$ cat src/rtl/spim_pkg.sv
package spim_pkg;
  localparam int ADDR_W = 5;
  localparam int WORD_W = 16;

  typedef enum logic [2:0] {
    SEL_CTL  = 3'd0,
    SEL_CS   = 3'd1,
    SEL_STAT = 3'd2,
    SEL_TX   = 3'd3,
    SEL_RX   = 3'd4,
    SEL_DIV  = 3'd5
  } reg_sel_e;

  // control word bit positions
  localparam int C_ENA  = 14;
  localparam int C_MAST = 12;
  localparam int C_POL  = 11;
  localparam int C_PHA  = 10;
  localparam int C_LSB  = 9;
  localparam logic [1:0] START_ON_TX = 2'b01;
  localparam logic [WORD_W-1:0] CTL_MASK =
    WORD_W'((1 << C_ENA) | (1 << C_MAST) | (1 << C_POL) | (1 << C_PHA) | (1 << C_LSB) | 3);

  // status word bit positions
  localparam int S_DONE = 0;
  localparam int S_TXP  = 3;
  localparam int S_RXF  = 5;

  // select word: level bits sit this far above the enable bits
  localparam int LVL_OFS = 8;
endpackage

$ cat src/rtl/spim_baud.sv
module spim_baud #(
  parameter int CNT_W = 16
) (
  input  logic             clk,
  input  logic             rst,
  input  logic             run,
  input  logic [CNT_W-1:0] div,
  output logic             tick
);
  logic [CNT_W-1:0] cnt_q;
  logic [CNT_W-1:0] lim;

  assign lim  = (div < CNT_W'(2)) ? CNT_W'(2) : div;
  assign tick = run && (cnt_q == lim - CNT_W'(1));

  always_ff @(posedge clk) begin
    if (rst || !run) cnt_q <= '0;
    else if (tick)   cnt_q <= '0;
    else             cnt_q <= cnt_q + CNT_W'(1);
  end

  // two edges can never fall on adjacent cycles (minimum spacing 2)
  p_no_back2back_r3: assert property (@(posedge clk) disable iff (rst)
    tick |=> !tick);
endmodule

$ cat src/rtl/spim_shift.sv
module spim_shift #(
  parameter int FRAME_W = 8
) (
  input  logic               clk,
  input  logic               rst,
  input  logic               en,
  input  logic               start,
  input  logic               cpol,
  input  logic               cpha,
  input  logic               lsbf,
  input  logic [FRAME_W-1:0] tx_byte,
  input  logic               miso,
  input  logic               tick,
  output logic               busy,
  output logic               done,
  output logic [FRAME_W-1:0] rx_byte,
  output logic               sck,
  output logic               mosi
);
  localparam int EDGES = 2 * FRAME_W;
  localparam int EC_W  = $clog2(EDGES);

  logic               busy_q, sck_q, mosi_q, samp_q;
  logic [FRAME_W-1:0] sh_q;
  logic [EC_W-1:0]    ec_q;
  logic               leading, last;

  function automatic logic out_bit(input logic [FRAME_W-1:0] v, input logic lsb);
    return lsb ? v[0] : v[FRAME_W-1];
  endfunction

  function automatic logic [FRAME_W-1:0] push(input logic [FRAME_W-1:0] v,
                                              input logic lsb, input logic b);
    return lsb ? {b, v[FRAME_W-1:1]} : {v[FRAME_W-2:0], b};
  endfunction

  assign leading = ~ec_q[0];
  assign last    = (ec_q == EC_W'(EDGES - 1));
  assign done    = busy_q && tick && last;
  assign rx_byte = push(sh_q, lsbf, cpha ? miso : samp_q);
  assign busy    = busy_q;
  assign sck     = sck_q;
  assign mosi    = mosi_q;

  always_ff @(posedge clk) begin
    if (rst) begin
      busy_q <= 1'b0; sck_q <= 1'b0; mosi_q <= 1'b0;
      samp_q <= 1'b0; sh_q <= '0; ec_q <= '0;
    end else if (!en) begin
      busy_q <= 1'b0; sck_q <= cpol; ec_q <= '0;
    end else if (start && !busy_q) begin
      busy_q <= 1'b1; sh_q <= tx_byte; ec_q <= '0; sck_q <= cpol;
      if (!cpha) mosi_q <= out_bit(tx_byte, lsbf);
    end else if (busy_q && tick) begin
      sck_q <= ~sck_q;
      ec_q  <= ec_q + EC_W'(1);
      if (leading) begin
        if (cpha) mosi_q <= out_bit(sh_q, lsbf);
        else      samp_q <= miso;
      end else if (cpha) begin
        sh_q <= push(sh_q, lsbf, miso);
      end else begin
        sh_q   <= push(sh_q, lsbf, samp_q);
        mosi_q <= out_bit(push(sh_q, lsbf, samp_q), lsbf);
      end
      if (last) busy_q <= 1'b0;
    end else if (!busy_q) begin
      sck_q <= cpol;
    end
  end

  // settled idle clock sits at the polarity level
  p_sck_idle_r3: assert property (@(posedge clk) disable iff (rst)
    (!busy_q && !$past(busy_q) && $stable(cpol) && $stable(en)) |-> (sck_q == cpol));
  // pins only move on a divider edge while shifting
  p_pins_hold_r4: assert property (@(posedge clk) disable iff (rst)
    (busy_q && en && !tick) |=> ($stable(sck_q) && $stable(mosi_q)));
endmodule

$ cat src/rtl/spim_csdrv.sv
module spim_csdrv #(
  parameter int NUM_CS = 7
) (
  input  logic              clk,
  input  logic              rst,
  input  logic [NUM_CS-1:0] line_en,
  input  logic [NUM_CS-1:0] line_lvl,
  output logic [NUM_CS-1:0] cs_n
);
  for (genvar i = 0; i < NUM_CS; i++) begin : g_line
    always_ff @(posedge clk) begin
      if (rst) cs_n[i] <= 1'b1;
      else     cs_n[i] <= line_en[i] ? line_lvl[i] : 1'b1;
    end

    // a disabled line is driven high on the next cycle
    p_cs_off_high_r9: assert property (@(posedge clk) disable iff (rst)
      !line_en[i] |=> cs_n[i]);
  end
endmodule

$ cat src/rtl/spim_top.sv
module spim_top
  import spim_pkg::*;
#(
  parameter int FRAME_W = 8,
  parameter int NUM_CS  = 7
) (
  input  logic              clk,
  input  logic              rst,
  input  logic              bus_en,
  input  logic              bus_we,
  input  logic [ADDR_W-1:0] bus_addr,
  input  logic [WORD_W-1:0] bus_wdata,
  output logic [WORD_W-1:0] bus_rdata,
  output logic              sck,
  output logic              mosi,
  input  logic              miso,
  output logic [NUM_CS-1:0] cs_n
);
  logic [WORD_W-1:0]  ctl_q, div_q;
  logic [NUM_CS-1:0]  cs_en_q, cs_lvl_q;
  logic [FRAME_W-1:0] tdbr_q, rdbr_q, rx_byte;
  logic               done_f_q, txp_q, rxf_q;
  logic               busy, done, tick, en, start;
  logic               wr, rd, wr_tx;
  reg_sel_e           sel;
  logic [WORD_W-1:0]  cs_word, stat_word;
  logic               unused_bits;

  assign sel   = reg_sel_e'(bus_addr[4:2]);
  assign wr    = bus_en && bus_we;
  assign rd    = bus_en && !bus_we;
  assign wr_tx = wr && (sel == SEL_TX);
  assign en    = ctl_q[C_ENA] && ctl_q[C_MAST];
  assign start = en && (ctl_q[1:0] == START_ON_TX) && txp_q && !busy;
  assign unused_bits = ^{bus_addr[1:0], bus_wdata[0], bus_wdata[LVL_OFS]};

  always_comb begin
    cs_word = '0;
    cs_word[NUM_CS:1] = cs_en_q;
    cs_word[LVL_OFS+NUM_CS:LVL_OFS+1] = cs_lvl_q;
    stat_word = '0;
    stat_word[S_DONE] = done_f_q;
    stat_word[S_TXP]  = txp_q;
    stat_word[S_RXF]  = rxf_q;
  end

  always_ff @(posedge clk) begin
    if (rst) begin
      ctl_q <= '0; div_q <= '0; cs_en_q <= '0; cs_lvl_q <= '0;
      tdbr_q <= '0; rdbr_q <= '0; bus_rdata <= '0;
      done_f_q <= 1'b1; txp_q <= 1'b0; rxf_q <= 1'b0;
    end else begin
      if (wr) begin
        case (sel)
          SEL_CTL: ctl_q <= bus_wdata & CTL_MASK;
          SEL_CS: begin
            cs_en_q  <= bus_wdata[NUM_CS:1];
            cs_lvl_q <= bus_wdata[LVL_OFS+NUM_CS:LVL_OFS+1];
          end
          SEL_TX:  tdbr_q <= bus_wdata[FRAME_W-1:0];
          SEL_DIV: div_q  <= bus_wdata;
          default: ;
        endcase
      end
      if (start) txp_q <= 1'b0;
      if (wr_tx) txp_q <= 1'b1;
      if (start) done_f_q <= 1'b0;
      if (done)  done_f_q <= 1'b1;
      if (rd && sel == SEL_RX) rxf_q <= 1'b0;
      if (done) begin
        rxf_q  <= 1'b1;
        rdbr_q <= rx_byte;
      end
      if (rd) begin
        case (sel)
          SEL_CTL:  bus_rdata <= ctl_q;
          SEL_CS:   bus_rdata <= cs_word;
          SEL_STAT: bus_rdata <= stat_word;
          SEL_TX:   bus_rdata <= WORD_W'(tdbr_q);
          SEL_RX:   bus_rdata <= WORD_W'(rdbr_q);
          SEL_DIV:  bus_rdata <= div_q;
          default:  bus_rdata <= '0;
        endcase
      end
    end
  end

  spim_baud #(.CNT_W(WORD_W)) u_baud (
    .clk(clk), .rst(rst), .run(busy), .div(div_q), .tick(tick)
  );

  spim_shift #(.FRAME_W(FRAME_W)) u_shift (
    .clk(clk), .rst(rst), .en(en), .start(start),
    .cpol(ctl_q[C_POL]), .cpha(ctl_q[C_PHA]), .lsbf(ctl_q[C_LSB]),
    .tx_byte(tdbr_q), .miso(miso), .tick(tick),
    .busy(busy), .done(done), .rx_byte(rx_byte), .sck(sck), .mosi(mosi)
  );

  spim_csdrv #(.NUM_CS(NUM_CS)) u_cs (
    .clk(clk), .rst(rst), .line_en(cs_en_q), .line_lvl(cs_lvl_q), .cs_n(cs_n)
  );

  // taking the byte empties the transmit slot
  p_txp_clear_r7: assert property (@(posedge clk) disable iff (rst)
    (start && !wr_tx) |=> !txp_q);
  // the done flag drops as a transfer starts
  p_done_clear_r8: assert property (@(posedge clk) disable iff (rst)
    start |=> !done_f_q);
  // completion raises receive-full and done together
  p_end_flags_r6: assert property (@(posedge clk) disable iff (rst)
    done |=> (rxf_q && done_f_q));
  // no shifting while the block is disabled
  p_idle_when_off_r2: assert property (@(posedge clk) disable iff (rst)
    !en |=> !busy);
endmodule

$ cat config.mk
export PLATFORM = sky130hd
export DESIGN_NAME = spim_top
export DESIGN_NICKNAME = d
export VERILOG_FILES = /design/src/rtl/spim_pkg.sv /design/src/rtl/spim_baud.sv /design/src/rtl/spim_shift.sv /design/src/rtl/spim_csdrv.sv /design/src/rtl/spim_top.sv
export SDC_FILE = /design/constraint.sdc
export NUM_CORES = 1
export LEC_CHECK = 0
export BUFFER_PORTS_ARGS = -buffer_cell sky130_fd_sc_hd__buf_2
export CAP_MARGIN = 15
export CORE_ASPECT_RATIO = 0.9
export CORE_UTILIZATION = 35
export DETAILED_ROUTE_END_ITERATION = 10
export GPL_ROUTABILITY_DRIVEN = 0
export HOLD_SLACK_MARGIN = 0.12
export PLACE_DENSITY = 0.57
export SYNTH_ARGS = -nofsm -noshare
export SYNTH_HDL_FRONTEND = slang
export SYNTH_SLANG_ARGS = --single-unit
$ cat constraint.sdc
create_clock -name clk -period 4.3 [get_ports clk]
set_input_delay 0.86 -clock clk [delete_from_list [all_inputs] [get_ports clk]]
set_output_delay 0.86 -clock clk [all_outputs]
set_load 0.02 [all_outputs]
# Yosys cells after proc, flatten, opt, wreduce, memory -nomap -nowiden
# Index checks and enable logic that the tools add are counted.
# W data, S select, Z words.
[word_totals] register_bits=111 latchBits=0 ramBits=0 mem_bits_ro=0 inputBits=26 output_inout_bits=25 word_cells=122 n_memories=0
[classes] addsub=3 mul=0 n_div=0 order_cmp=1 n_eq_ne=11 shifts=0 muxes=30 bitwise=12 n_reduce_logical=41
[ops] cell="$pmux W16 S6" n=1
[ops] cell="$mux W8" n=7
[ops] cell="$mux W1" n=21
[ops] cell="$reduce_or A2 Y1" n=10
[ops] cell="$add A16 B1 Y16 const B" n=1
[ops] cell="$eq A16 B16 Y1" n=1
[ops] cell="$lt A16 B2 Y1 const B" n=1
[ops] cell="$mux W16" n=1
[ops] cell="$sub A16 B1 Y16 const B" n=1
[ops] cell="$logic_and A1 B1 Y1" n=12
[ops] cell="$not A1 Y1" n=12
[ops] cell="$reduce_and A2 Y1" n=5
[ops] cell="$reduce_and A5 Y1" n=2
[ops] cell="$reduce_bool A2 Y1" n=5
[ops] cell="$eq A3 B2 Y1 const B" n=2
[ops] cell="$eq A3 B3 Y1 const B" n=2
[ops] cell="$add A4 B1 Y4 const B" n=1
[ops] cell="$eq A4 B4 Y1 const B" n=1
[ops] cell="$ne A4 B4 Y1 const B" n=1
[ops] cell="$eq A3 B1 Y1 const B" n=1
[ops] cell="$logic_not A3 Y1" n=1
[ops] cell="$ne A3 B3 Y1 const B" n=1
[ops] cell="$reduce_and A3 Y1" n=1
[ops] cell="$reduce_bool A3 Y1" n=1
[ops] cell="other kinds (5)" n=6

# Longest topological paths before layout
# Gate-level depths: netlist of run 1.
[depth] ltp_word=9 ltp_mapped=17 depth_no_buf=13

# Cells and area by module
# A second synthesis of run 1 with hierarchy kept.
[unflattened] cells_unflattened=681 area_unflattened_um2=5765.5
[modules_own_cells] mod="spim_top" instances=1 cells_per_inst=366 area_each_um2=3181.8 seq_area_each_um2=1441.4
[modules_own_cells] mod="spim_baud" instances=1 cells_per_inst=189 area_each_um2=1423.9 seq_area_each_um2=320.3
[modules_own_cells] mod="spim_shift" instances=1 cells_per_inst=112 area_each_um2=958.4 seq_area_each_um2=320.3
[modules_own_cells] mod="spim_csdrv" instances=1 cells_per_inst=14 area_each_um2=201.4 seq_area_each_um2=140.1

# Least setup slack after synthesis of run 1
# OpenSTA, ideal clock, no wires.
[synth_timing] kind="flip-flop to flip-flop" startpoint="register div_q[4]" endpoint="register rdbr_q[0]" arrival_time_ns=3.824 required_ns=4.179 slack_ns=0.354 stages_incl_launch_ff=15 synth_period_minus_slack_ns=3.946 cell_sequence="dfxtp_1 > buf_4 > nor4_4 > nand4b_1 > o21ai_0 > ha_1 > nor3b_4 > nand2_1 > or4_4 > a211oi_2 > o2111ai_4 > nor4_4 > and2_4 > buf_12 > mux2_4"
[synth_between] elab_chain_cells=7
[synth_rtl] element="start, declared" line_no="spim_top.sv:19" rtl="logic [WORD_W-1:0] ctl_q, div_q;"
[synth_rtl] element="start signal, assigned" line_no="spim_top.sv:61" rtl="SEL_DIV: div_q <= bus_wdata;"
[synth_rtl] element="$lt A16 B2 Y1" line_no="spim_baud.sv:13" rtl="assign lim = (div < CNT_W'(2)) ? CNT_W'(2) : div;"
[synth_rtl] element="$mux W16 (*)" line_no="spim_baud.sv:13"
[synth_rtl] element="$sub A16 B1 Y16 (*)" line_no="spim_baud.sv:14" rtl="assign tick = run && (cnt_q == lim - CNT_W'(1));"
[synth_rtl] element="$eq A16 B16 Y1 (*)" line_no="spim_baud.sv:14"
[synth_rtl] element="$logic_and A1 B1 Y1 (*)" line_no="spim_baud.sv:14"
[synth_rtl] element="$logic_and A1 B1 Y1 (*) (2 in series)" line_no="spim_shift.sv:39" rtl="assign done = busy_q && tick && last;"
[synth_rtl] element="end signal, assigned" line_no="spim_top.sv:72" rtl="rdbr_q <= rx_byte;"
[synth_rtl] element="end, declared" line_no="spim_top.sv:21" rtl="logic [FRAME_W-1:0] tdbr_q, rdbr_q, rx_byte;"
# Every way passes the cells marked *; elsewhere a longest branch is shown, timed or not.
# A chain may end at the register's enable or synchronous reset.

# Worst setup path in the final report of run 1
[layout_timing] startpoint="register div_q[4]" endpoint="register rdbr_q[3]"
# Same word-level chain as after synthesis.

==> results.yml, run 1 <==
global_route:
  grt_max_degree: 112
  grt.total_usage_pct: 18.9
  antenna_found_initial: 0
  overflow: 0
  grt_pass1_wl_um: 24300
  grt_pass1_vias: 4611
detailed_routing:
  routed_wl_um: 14900
  antenna_left: 0
  via_per_inst: 5.34
  dr.pass1.iters: 4
  drcViolationCount: 0
  dr_total_vias: 4787
  drt_iter0_drc: 259
  detail_route.wl_per_cell_um: 16.6
clock_network:
  worstSkewPairLatency_ns: 0.36
  clk_pin_slew_ns: 0.08
  cts.sinks: 111
  cts.htree.levels: 3
  cts_hold_buf: 0
  cts_root_buf: "clkbuf_16"
  clock_tree.buffer_depth: 2
  cts_tree: "yes"
  cts_buffers: 9
logic_synthesis:
  synth_edf_count: 0
  syn-cell-area_um2: 5680
  synthTopCellsByArea: "dfxtp_1 39%, mux2i_1 7.9%, nand2_1 6.3%"
  yosysUniqueCellTypes: 64
  synth-main-ff-cell: "dfxtp_1"
  ys_ff_latch: 111
  synth_cells: 660
  avgSynthCellArea_um2: 8.60
  yosysSeqAreaShare_pct: 39.1
  synthArstFlopShare_pct: 0
  synth_top_area_cell: "dfxtp_1"
  ys_warn_count: 0
  yosysTopAreaCellShare_pct: 39.1
  synth_nets: 689
critical_path:
  rr_startpoint: "div_q[4]$_SDFFE_PP0P_"
  worstPathRequired_ns: 4.55
  cp_num_buf_inv: 0
  arrival_ns: 4.17
  crit_top_cell: "nor4_4"
  r2r-end: "rdbr_q[3]$_SDFFE_PP0P_"
  r2r_cells: 12
  critPathCaptureType: "register"
  start_kind: "register"
  worst_path_largest_cell_delay_ns: 0.50
  cp_top_family: "simple AND/OR/NAND/NOR gates"
  worstPathCellList: "nor4_4 -> nand4b_1 -> o21ai_1 -> ha_1 -> nor3b_4 -> nand2_1 -> or4_4 -> a211oi_2 -> o2111ai_4 -> nor4_4 -> and2_4 -> mux2_4"
  slowest_stage: "or4_4"
  crit_fanout: 10
  crit_type: "register to register"
  rrSetupSlack_ns: 0.38
power:
  p_per_area_nw_per_um2: 331
  p_leak_nw: 2.33
  peakVddDrop_uv: 201
timing:
  slew_headroom_pct: 25.0
  tightest_slew_ns: 1.12
  finalHoldViolCount: 0
  setup_viol: 0
  setup_slack_ns: 0.376
  period_minus_slack_ns: 3.92
  tns_ns: 0
  fin_crit_sh_pct: 91.3
  finalMaxSlewViolations: 0
  max_freq_mhz: 255
  rsz0062_at_grt: "no"
  skew_ns: 0.00853
cells_and_area:
  area_growth_pct: 13.0
  fin_nets: 719
  fillCellCount: 1539
  multi_input_area_um2: 3210
  drive_above_1_share_pct: 18.0
  diodes: 0
  seqCellArea_um2: 2220
  finalInstanceArea_um2: 6420
die:
  fp-row-count: 43
  core_area_um2: 15700
  ioPinCount: 51
  die_y_um: 123
  die_w_um: 136
  initial_utilization_pct: 36.3
  die-area_um2: 16700
hold_path:
  worstHoldPathType: "register to register"
  min_from: "done_f_q$_SDFFE_PP1P_"
  whs_endpoint: "done_f_q$_SDFFE_PP1P_"
  holdPathStages: 1
placed_design:
  dp_slack_ns: 0.178
  detailed_place.area_um2: 6090
  io_buffers: 48
  dp_hpwl_um: 10800
flow_run:
  maxCapViolations: 0
run_status:
  status: "completed"
timing repair:
| action | 4_1_cts | 5_1_grt |
|---|---|---|
| endpoints found under the setup margin | 0 | 11 |
| buffers inserted | 0 | 1 |
| resized for setup | 0 | 1 |
cell families after synthesis:
family,after synthesis,share of synthesized area (%)
AOI/OAI and AO/OA,108,12.8
xor gates and xnor gates,31,4.78
adders and majority gates,3,0.661
buffers and inverters,57,4.58
DFF,111,39.1
muxes,60,11.6
and+or+nand+nor,290,26.4
cell type report:
| type | instances | share of cell area [%] |
|---|---|---|
| sequential | 111 | 34.6 |
| timing repair buffer | 66 | 5.89 |
| inverter | 10 | 0.585 |
| tap | 202 | 3.94 |
| multi-input combinational | 492 | 50.1 |
| clock inverter | 6 | 1.17 |
| clock buffer | 10 | 3.72 |
power breakdown:
part / total (mW) / internal (mW) / switching (mW) / leakage [nW]
Sequential: 1.05 / 1.04 / 0.00958 / 0.896
Clock: 0.888 / 0.478 / 0.410 / 0.152
Combinational: 0.187 / 0.0704 / 0.117 / 1.28
Total: 2.12 / 1.59 / 0.537 / 2.33
worst reg2reg max path: cells and delay by family, from the launching register on:
| family | cells | cell delay, ns |
|---|---|---|
| adder cells (fa/ha/maj) | 1 | 0.21 |
| multiplexers | 1 | 0.32 |
| flip-flops | 1 | 0.34 |
| AND/OR/NAND/NOR | 7 | 2.13 |
| AO/OA/AOI/OAI | 3 | 0.81 |
per-stage QoR:
stage	instances	util [%]	hold WS [ns]	total power, mW
3_3_place_gp	879	38.9	0.444	1.25
2_1_floorplan	660	-	0.431	1.20
4_1_cts	895	40.9	0.469	2.13
5_1_grt	897	41.0	0.491	2.19
6_report	897	41.0	0.469	2.12
3_5_place_dp	879	38.9	0.454	1.25
registers in the layout, summed over array words and instances (netlist names):
name            flops
u_shift.samp_q      1
u_shift.mosi        1
cs_en_q             7
u_shift.ec_q        4
ctl_q               7
div_q              16
txp_q               1
tdbr_q              8
u_shift.sh_q        8
u_shift.busy        1
bus_rdata          16
u_cs.cs_n           7
rxf_q               1
done_f_q            1
rdbr_q              8
u_baud.cnt_q       16
cs_lvl_q            7
u_shift.sck         1
cell usage after synthesis, drive strengths merged (3+ instances only):
cell / n
a211oi: 5
o21ai: 19
o22ai: 3
nand2: 95
nand4: 5
mux2i: 45
o221ai: 8
nor3b: 5
mux2: 14
dfxtp: 111
clkbuf: 33
ha: 3
inv: 10
a22oi: 11
nor4: 8
o211ai: 8
nand2b: 6
nor2: 78
nor2b: 11
or3b: 8
xor2: 16
xnor2: 15
buf: 14
nand3b: 15
nand3: 22
or4: 6
nor3: 15
and3: 5
and2: 5
a21oi: 39
per-layer routing:
| layer | up-vias | global-route usage (%) | part of all wire [%] |
|---|---|---|---|
| met5 | - | 0 | 0 |
| met4 | 0 | 5.14 | 1.3 |
| met3 | 15 | 4.01 | 4.3 |
| met2 | 103 | 29.3 | 44 |
| met1 | 2302 | 26.5 | 51 |
| li1 | 2367 | - | - |
worst max-delay path by stage:
stage	startpoint	to	slack [ns]	depth (start not counted)
after floorplan	div_q[4]$_SDFFE_PP0P_	rdbr_q[0]$_SDFFE_PP0P_	0.35	14
after global placement	div_q[4]$_SDFFE_PP0P_	rdbr_q[2]$_SDFFE_PP0P_	0.28	12
after detailed placement	div_q[4]$_SDFFE_PP0P_	rdbr_q[7]$_SDFFE_PP0P_	0.18	12
after CTS	div_q[4]$_SDFFE_PP0P_	rdbr_q[7]$_SDFFE_PP0P_	0.15	12
after global routing	div_q[4]$_SDFFE_PP0P_	rdbr_q[7]$_SDFFE_PP0P_	0.12	12
final	div_q[4]$_SDFFE_PP0P_	rdbr_q[3]$_SDFFE_PP0P_	0.38	12
cell usage in the layout (no fill, tap or decap), drive strengths merged, types with 2 or more instances in the layout:
| cell | n |
|---|---|
| o21ai | 19 |
| a22oi | 11 |
| o221ai | 8 |
| xnor2 | 15 |
| clkbuf | 10 |
| dfxtp | 111 |
| mux2 | 14 |
| or3b | 8 |
| o211ai | 8 |
| nand4 | 5 |
| or3 | 2 |
| mux2i | 45 |
| inv | 13 |
| o311ai | 2 |
| a211oi | 5 |
| nand3 | 22 |
| buf | 66 |
| and2 | 5 |
| nor4 | 8 |
| a211o | 2 |
| nor3 | 15 |
| nor2b | 11 |
| a21oi | 39 |
| o2111a | 2 |
| or4 | 6 |
| and3 | 5 |
| nand2b | 6 |
| ha | 3 |
| nand3b | 15 |
| nor2 | 78 |
| nand2 | 95 |
| o22ai | 3 |
| xor2 | 16 |
| nor3b | 5 |
(Power assumes the default switching activity.)
==> run 2: changes to the inputs <==
- ABC_AREA: unset -> 1
==> run 2 against run 1 <==
Against the previous run:
- largest power group unchanged
- final area decreased by 4.4%
- synthesized cell count up 18%
- clock-buffer cell count stayed put
- clock skew increased by 0.0036 ns
- first-iteration DRC count is 29% higher
- sequential power is essentially flat
- global-route usage is 0.078 points lower
- worst setup slack improved by 0.68 ns
- highest routed layer unchanged
- largest cell class unchanged
- area after synthesis decreased by 4.2%
- critical path type unchanged
- via count is 2.9% higher
- utilization rose by 0.13 points
- total power fell by 0.16%
==> results.yml, run 2 <==
die:
  die_y_um: 120
  initial_utilization_pct: 36.4
  fp-row-count: 42
  ioPinCount: 51
  die-area_um2: 16000
  core_area_um2: 14900
  die_w_um: 133
cells_and_area:
  area_growth_pct: 12.9
  reg.largest.list: "bus_rdata: 16 flops, div_q: 16 flops, u_baud.cnt_q: 16 flops"
  mostFrequentLayoutCell: "nand2_1"
  layout_common_cells: "163 x nand2_1, 111 x dfxtp_1, 100 x nor2_1"
  diodes: 0
  fin_nets: 841
  fin_util_pct: 41.1
  drive_above_1_share_pct: 12.2
placed_design:
  dp_hpwl_um: 10700
  io_buffers: 48
  dp_slack_ns: 1.02
logic_synthesis:
  synth_top_area_cell: "dfxtp_1"
  ys_ff_latch: 111
  synthTopCellsByCount: "163 x nand2_1, 111 x dfxtp_1, 100 x nor2_1, 77 x inv_1, 75 x o21ai_0"
  synthTopCellsByArea: "dfxtp_1 41%, nand2_1 11%, nor2_1 6.9%"
  synthArstFlopShare_pct: 0
  yosysTopAreaCellShare_pct: 40.9
  ys_warn_count: 0
  syn-cell-area_um2: 5440
  yosysSeqAreaShare_pct: 40.9
  avgSynthCellArea_um2: 7.01
  yosysUniqueCellTypes: 41
  yosysMostFrequentCell: "nand2_1"
  synth-main-ff-cell: "dfxtp_1"
  synth_edf_count: 0
  synth_nets: 805
  synth_cells: 776
run_status:
  status: "completed"
clock_network:
  cts_tree: "yes"
  clk_pin_slew_ns: 0.08
  post_cts_resized: 0
  postCtsSetupRepairBufs: 0
  cts_root_buf: "clkbuf_16"
  clock_tree.buffer_depth: 2
  cts.htree.levels: 3
  cts_buffers: 9
  cts_hold_buf: 0
  worstSkewPairLatency_ns: 0.36
  cts.sinks: 111
critical_path:
  crit_top_cell: "nand2_1"
  cp_num_buf_inv: 1
  arrival_ns: 3.50
  cp_top_family: "simple AND/OR/NAND/NOR gates"
  worstPathCellList: "nor2_2 -> nand2_1 -> nor2_2 -> nand2_4 -> nand2_1 -> ha_1 -> nand2_1 -> nor2_2 -> nand2_1 -> xor2_1 -> inv_1 -> nor2_1 -> nand2_1 -> nor2_2 -> nand3_4 -> nand3_1 -> and3b_1"
  worstPathRequired_ns: 4.55
  worst_path_largest_cell_delay_ns: 0.49
  crit_fanout: 16
  crit_type: "register to register"
  slowest_stage: "nand3_1"
  critPathCaptureType: "register"
  start_kind: "register"
global_route:
  grt.total_usage_pct: 18.9
  antenna_found_initial: 0
  grt_max_degree: 55
  grt_pass1_vias: 4516
  overflow: 0
  grt_pass1_wl_um: 23700
detailed_routing:
  wl_met3_um: 580
  dr.pass1.iters: 5
  wl_met2_um: 6130
  top_layer: "met4"
  dr_total_vias: 4928
  detail_route.wl_per_cell_um: 14.1
  antenna_left: 0
  drt_iter0_drc: 333
  via_per_inst: 4.86
  drcViolationCount: 0
  routed_wl_um: 14300
  wl_met1_um: 7500
timing:
  slew_headroom_pct: 47.7
  finalHoldViolCount: 0
  period_minus_slack_ns: 3.25
  skew_ns: 0.0121
  rsz0062_at_grt: "no"
  tightest_slew_ns: 0.782
  max_freq_mhz: 308
  hold-worst-slack_ns: 0.435
  fin_crit_sh_pct: 75.6
  setup_viol: 0
  setup_slack_ns: 1.05
  finalMaxSlewViolations: 0
  tns_ns: 0
power:
  p_sw_share_pct: 27.5
  p_leak_nw: 2.52
  combPwrFrac_pct: 10.8
  p_sw_mw: 0.582
  p_total_mw: 2.12
  power_frac_clock_pct: 39.7
  p_int_mw: 1.54
  seqPwrFrac_pct: 49.5
  peakVddDrop_uv: 210
  p_per_area_nw_per_um2: 345
hold_path:
  worstHoldPathType: "register to register"
flow_run:
  maxCapViolations: 0
[run 2: power by group through the flow]
stage | clock network [mW] | registers, mW | logic, mW
after floorplan | 0 | 1.07 | 0.168
after global placement | 0 | 1.07 | 0.230
after detailed placement | 0 | 1.07 | 0.230
after CTS | 0.867 | 1.05 | 0.232
after global routing | 0.901 | 1.05 | 0.262
final | 0.841 | 1.05 | 0.230
[run 2: final cells by class]
type / count / area [um2]
clock buffer: 10 / 239
clock inverter: 6 / 60.1
fill: 1595 / 8790
inverter: 80 / 300
multi-input combinational: 556 / 2780
sequential: 111 / 2220
tap: 198 / 248
timing repair buffer: 54 / 285
[run 2: cells by family (layout without fill, tap and decap cells)]
kind of cell | after synthesis | after routing | share of synthesized area [%]
AO/OA/AOI/OAI | 151 | 151 | 14.8
AND/OR/NAND/NOR | 375 | 375 | 31.3
multiplexers | 1 | 1 | 0.184
XOR/XNOR | 26 | 26 | 4.19
adder cells (fa/ha/maj) | 3 | 3 | 0.690
flip-flops | 111 | 111 | 40.9
buffers and inverters | 109 | 150 | 7.96
[run 2: worst paths after layout]
| check | from | to | slack (ns) | cells after the start |
|---|---|---|---|---|
| hold / removal | cs_en_q[6]$_SDFFE_PP0P_ | u_cs.cs_n[6]$_SDFF_PP1_ | 0.44 | 1 |
| setup / recovery | div_q[2]$_SDFFE_PP0P_ | u_baud.cnt_q[11]$_SDFF_PP0_ | 1.05 | 17 |
| setup reg to reg | div_q[2]$_SDFFE_PP0P_ | u_baud.cnt_q[11]$_SDFF_PP0_ | 1.05 | 17 |
| hold reg to reg | cs_en_q[6]$_SDFFE_PP0P_ | u_cs.cs_n[6]$_SDFF_PP1_ | 0.44 | 1 |
[run 2: through the flow]
stage,area (um2),std cells
floorplan,5440,776
global placement,5840,999
detailed placement,5840,999
CTS,6140,1015
global route,6140,1015
finish,6140,1015
[run 2: metal layers]
metal | track usage [%] | up-vias
li1 | - | 2603
met1 | 27.6 | 2219
met2 | 28.1 | 98
met3 | 4.32 | 8
met4 | 3.69 | 0
met5 | 0 | -
==> run 3: changes to the inputs <==
- clock period: 4.3 -> 3 ns (I/O delays scaled with it)
==> run 3 against run 2 <==
Against the previous run:
- routed wire length increased by 2.8%
- clock skew decreased by 0.0012 ns
- total power increased by 51%
- register-to-register slack got worse by 0.78 ns
- sequential share of layout area decreased by 1.6 points
- final area increased by 4.7%
- combinational power increased by 59%
- clock-buffer cell count decreased by 1
- worst hold slack got worse by 0.0075 ns
- die area unchanged
- largest cell class unchanged
==> results.yml, run 3 (synthesized netlist as in run 2, its figures left out) <==
run_status:
  status: "completed"
global_route:
  overflow: 0
  grt_pass1_vias: 4527
  grt.total_usage_pct: 18.9
  antenna_found_initial: 0
  grt_pass1_wl_um: 23700
  grt_max_degree: 54
detailed_routing:
  via_per_inst: 4.83
  dr_total_vias: 5020
  routed_wl_um: 14700
  drcViolationCount: 0
  dr.pass1.iters: 5
  antenna_left: 0
  detail_route.wl_per_cell_um: 14.1
  drt_iter0_drc: 423
die:
  die_y_um: 120
  die_w_um: 133
  ioPinCount: 51
  fp-row-count: 42
  initial_utilization_pct: 36.4
  core_area_um2: 14900
  die-area_um2: 16000
flow_run:
  maxCapViolations: 0
clock_network:
  cts.htree.levels: 3
  worstSkewPairLatency_ns: 0.36
  clock_tree.buffer_depth: 2
  postCtsSetupRepairBufs: 0
  cts_tree: "yes"
  clk_pin_slew_ns: 0.09
  cts_buffers: 9
  cts.sinks: 111
  cts_root_buf: "clkbuf_16"
critical_path:
  r2r-end: "u_shift.sh_q[3]$_SDFFE_PP0P_"
  rrSetupSlack_ns: 0.27
  arrival_ns: 2.99
  crit_fanout: 8
  start_kind: "register"
  critPathCaptureType: "register"
  worstPathRequired_ns: 3.26
  rr_startpoint: "div_q[5]$_SDFFE_PP0P_"
  r2r_cells: 18
  crit_type: "register to register"
timing:
  setup_viol: 0
  finalMaxSlewViolations: 0
  finalHoldViolCount: 0
  tightest_slew_ns: 0.613
  slew_headroom_pct: 59.1
  skew_ns: 0.0109
  tns_ns: 0
  max_freq_mhz: 367
  hold-worst-slack_ns: 0.428
  period_minus_slack_ns: 2.73
  fin_crit_sh_pct: 90.9
  rsz0062_at_grt: "no"
cells_and_area:
  fin_nets: 865
  mostFrequentLayoutCell: "nand2_1"
  drive_above_1_share_pct: 15.6
  area_growth_pct: 18.2
  diodes: 0
  reg.largest.list: "bus_rdata: 16 flops, div_q: 16 flops, u_baud.cnt_q: 16 flops"
  layout_common_cells: "161 x nand2_1, 111 x dfxtp_1, 98 x nor2_1"
placed_design:
  io_buffers: 48
  dp_hpwl_um: 11000
power:
  p_per_area_nw_per_um2: 497
  p_leak_nw: 2.68
  peakVddDrop_uv: 353
hold_path:
  worstHoldPathType: "register to register"
  min_from: "cs_en_q[5]$_SDFFE_PP0P_"
  whs_endpoint: "u_cs.cs_n[5]$_SDFF_PP1_"
  holdPathStages: 1
## run 3: routing by layer
metal  up-vias  track usage, %  wire (um)
li1       2652               -          -
met1      2246            28.1       7720
met2       114            27.9       6250
met3         8            3.56        639
met4         0            4.33         95
met5         -               0          0
## run 3: where the power goes
| part | total [mW] | leakage (nW) | switching [mW] | internal (mW) |
|---|---|---|---|---|
| Clock | 1.33 | 0.161 | 0.644 | 0.687 |
| Combinational | 0.365 | 1.62 | 0.239 | 0.126 |
| Sequential | 1.50 | 0.896 | 0.0110 | 1.49 |
## run 3: repair_timing
| action | CTS | global route |
|---|---|---|
| gates resized for setup | 0 | 12 |
| setup endpoints to repair | 0 | 28 |
| hold buffers | 0 | 0 |
## run 3: per-stage QoR
step	setup slack (ns)	area, um2	std cells	power, mW	util [%]
6_report	0.274	6420	1039	3.19	43.1
4_1_cts	0.187	6370	1038	3.21	42.7
5_1_grt	0.0411	6420	1039	3.32	43.1
3_3_place_gp	0.216	6040	1022	1.88	40.4
3_5_place_dp	0.203	6040	1022	1.88	40.4
2_1_floorplan	0.380	5440	776	1.77	-
## run 3: worst max path at each step
stage	startpoint	end	slack, ns	depth (start not counted)
global route	div_q[5]$_SDFFE_PP0P_	u_shift.sh_q[2]$_SDFFE_PP0P_	0.04	19
detailed placement	div_q[5]$_SDFFE_PP0P_	u_shift.samp_q$_SDFFE_PP0P_	0.20	22
floorplan	div_q[2]$_SDFFE_PP0P_	u_shift.sh_q[0]$_SDFFE_PP0P_	0.38	20
global placement	div_q[5]$_SDFFE_PP0P_	rdbr_q[2]$_SDFFE_PP0P_	0.22	21
CTS	div_q[5]$_SDFFE_PP0P_	rdbr_q[2]$_SDFFE_PP0P_	0.19	21
finish	div_q[5]$_SDFFE_PP0P_	u_shift.sh_q[3]$_SDFFE_PP0P_	0.27	18
## run 3: critical path, cell delays in order, from the launching register on
cell     delay (ns)
dfxtp_1        0.35
nor2_2         0.16
nand2_2        0.12
nor2_4         0.15
nand2_4        0.05
nand2_1        0.08
ha_1           0.19
buf_4          0.14
nand4_1        0.16
nand3_1        0.14
nand2_1        0.06
inv_1          0.06
nand3_2        0.09
nor3_4         0.22
nand3_4        0.12
nand2_4        0.12
nand3_2        0.19
nor2_1         0.16
nor2_1         0.06
## run 3: layout make-up
cell class	count	area, um2
Clock inverter	7	108
Multi-Input combinational cell	557	2840
Fill cell	1626	8500
Tap cell	198	248
Clock buffer	9	225
Timing Repair Buffer	77	483
Inverter	80	303
Sequential cell	111	2220
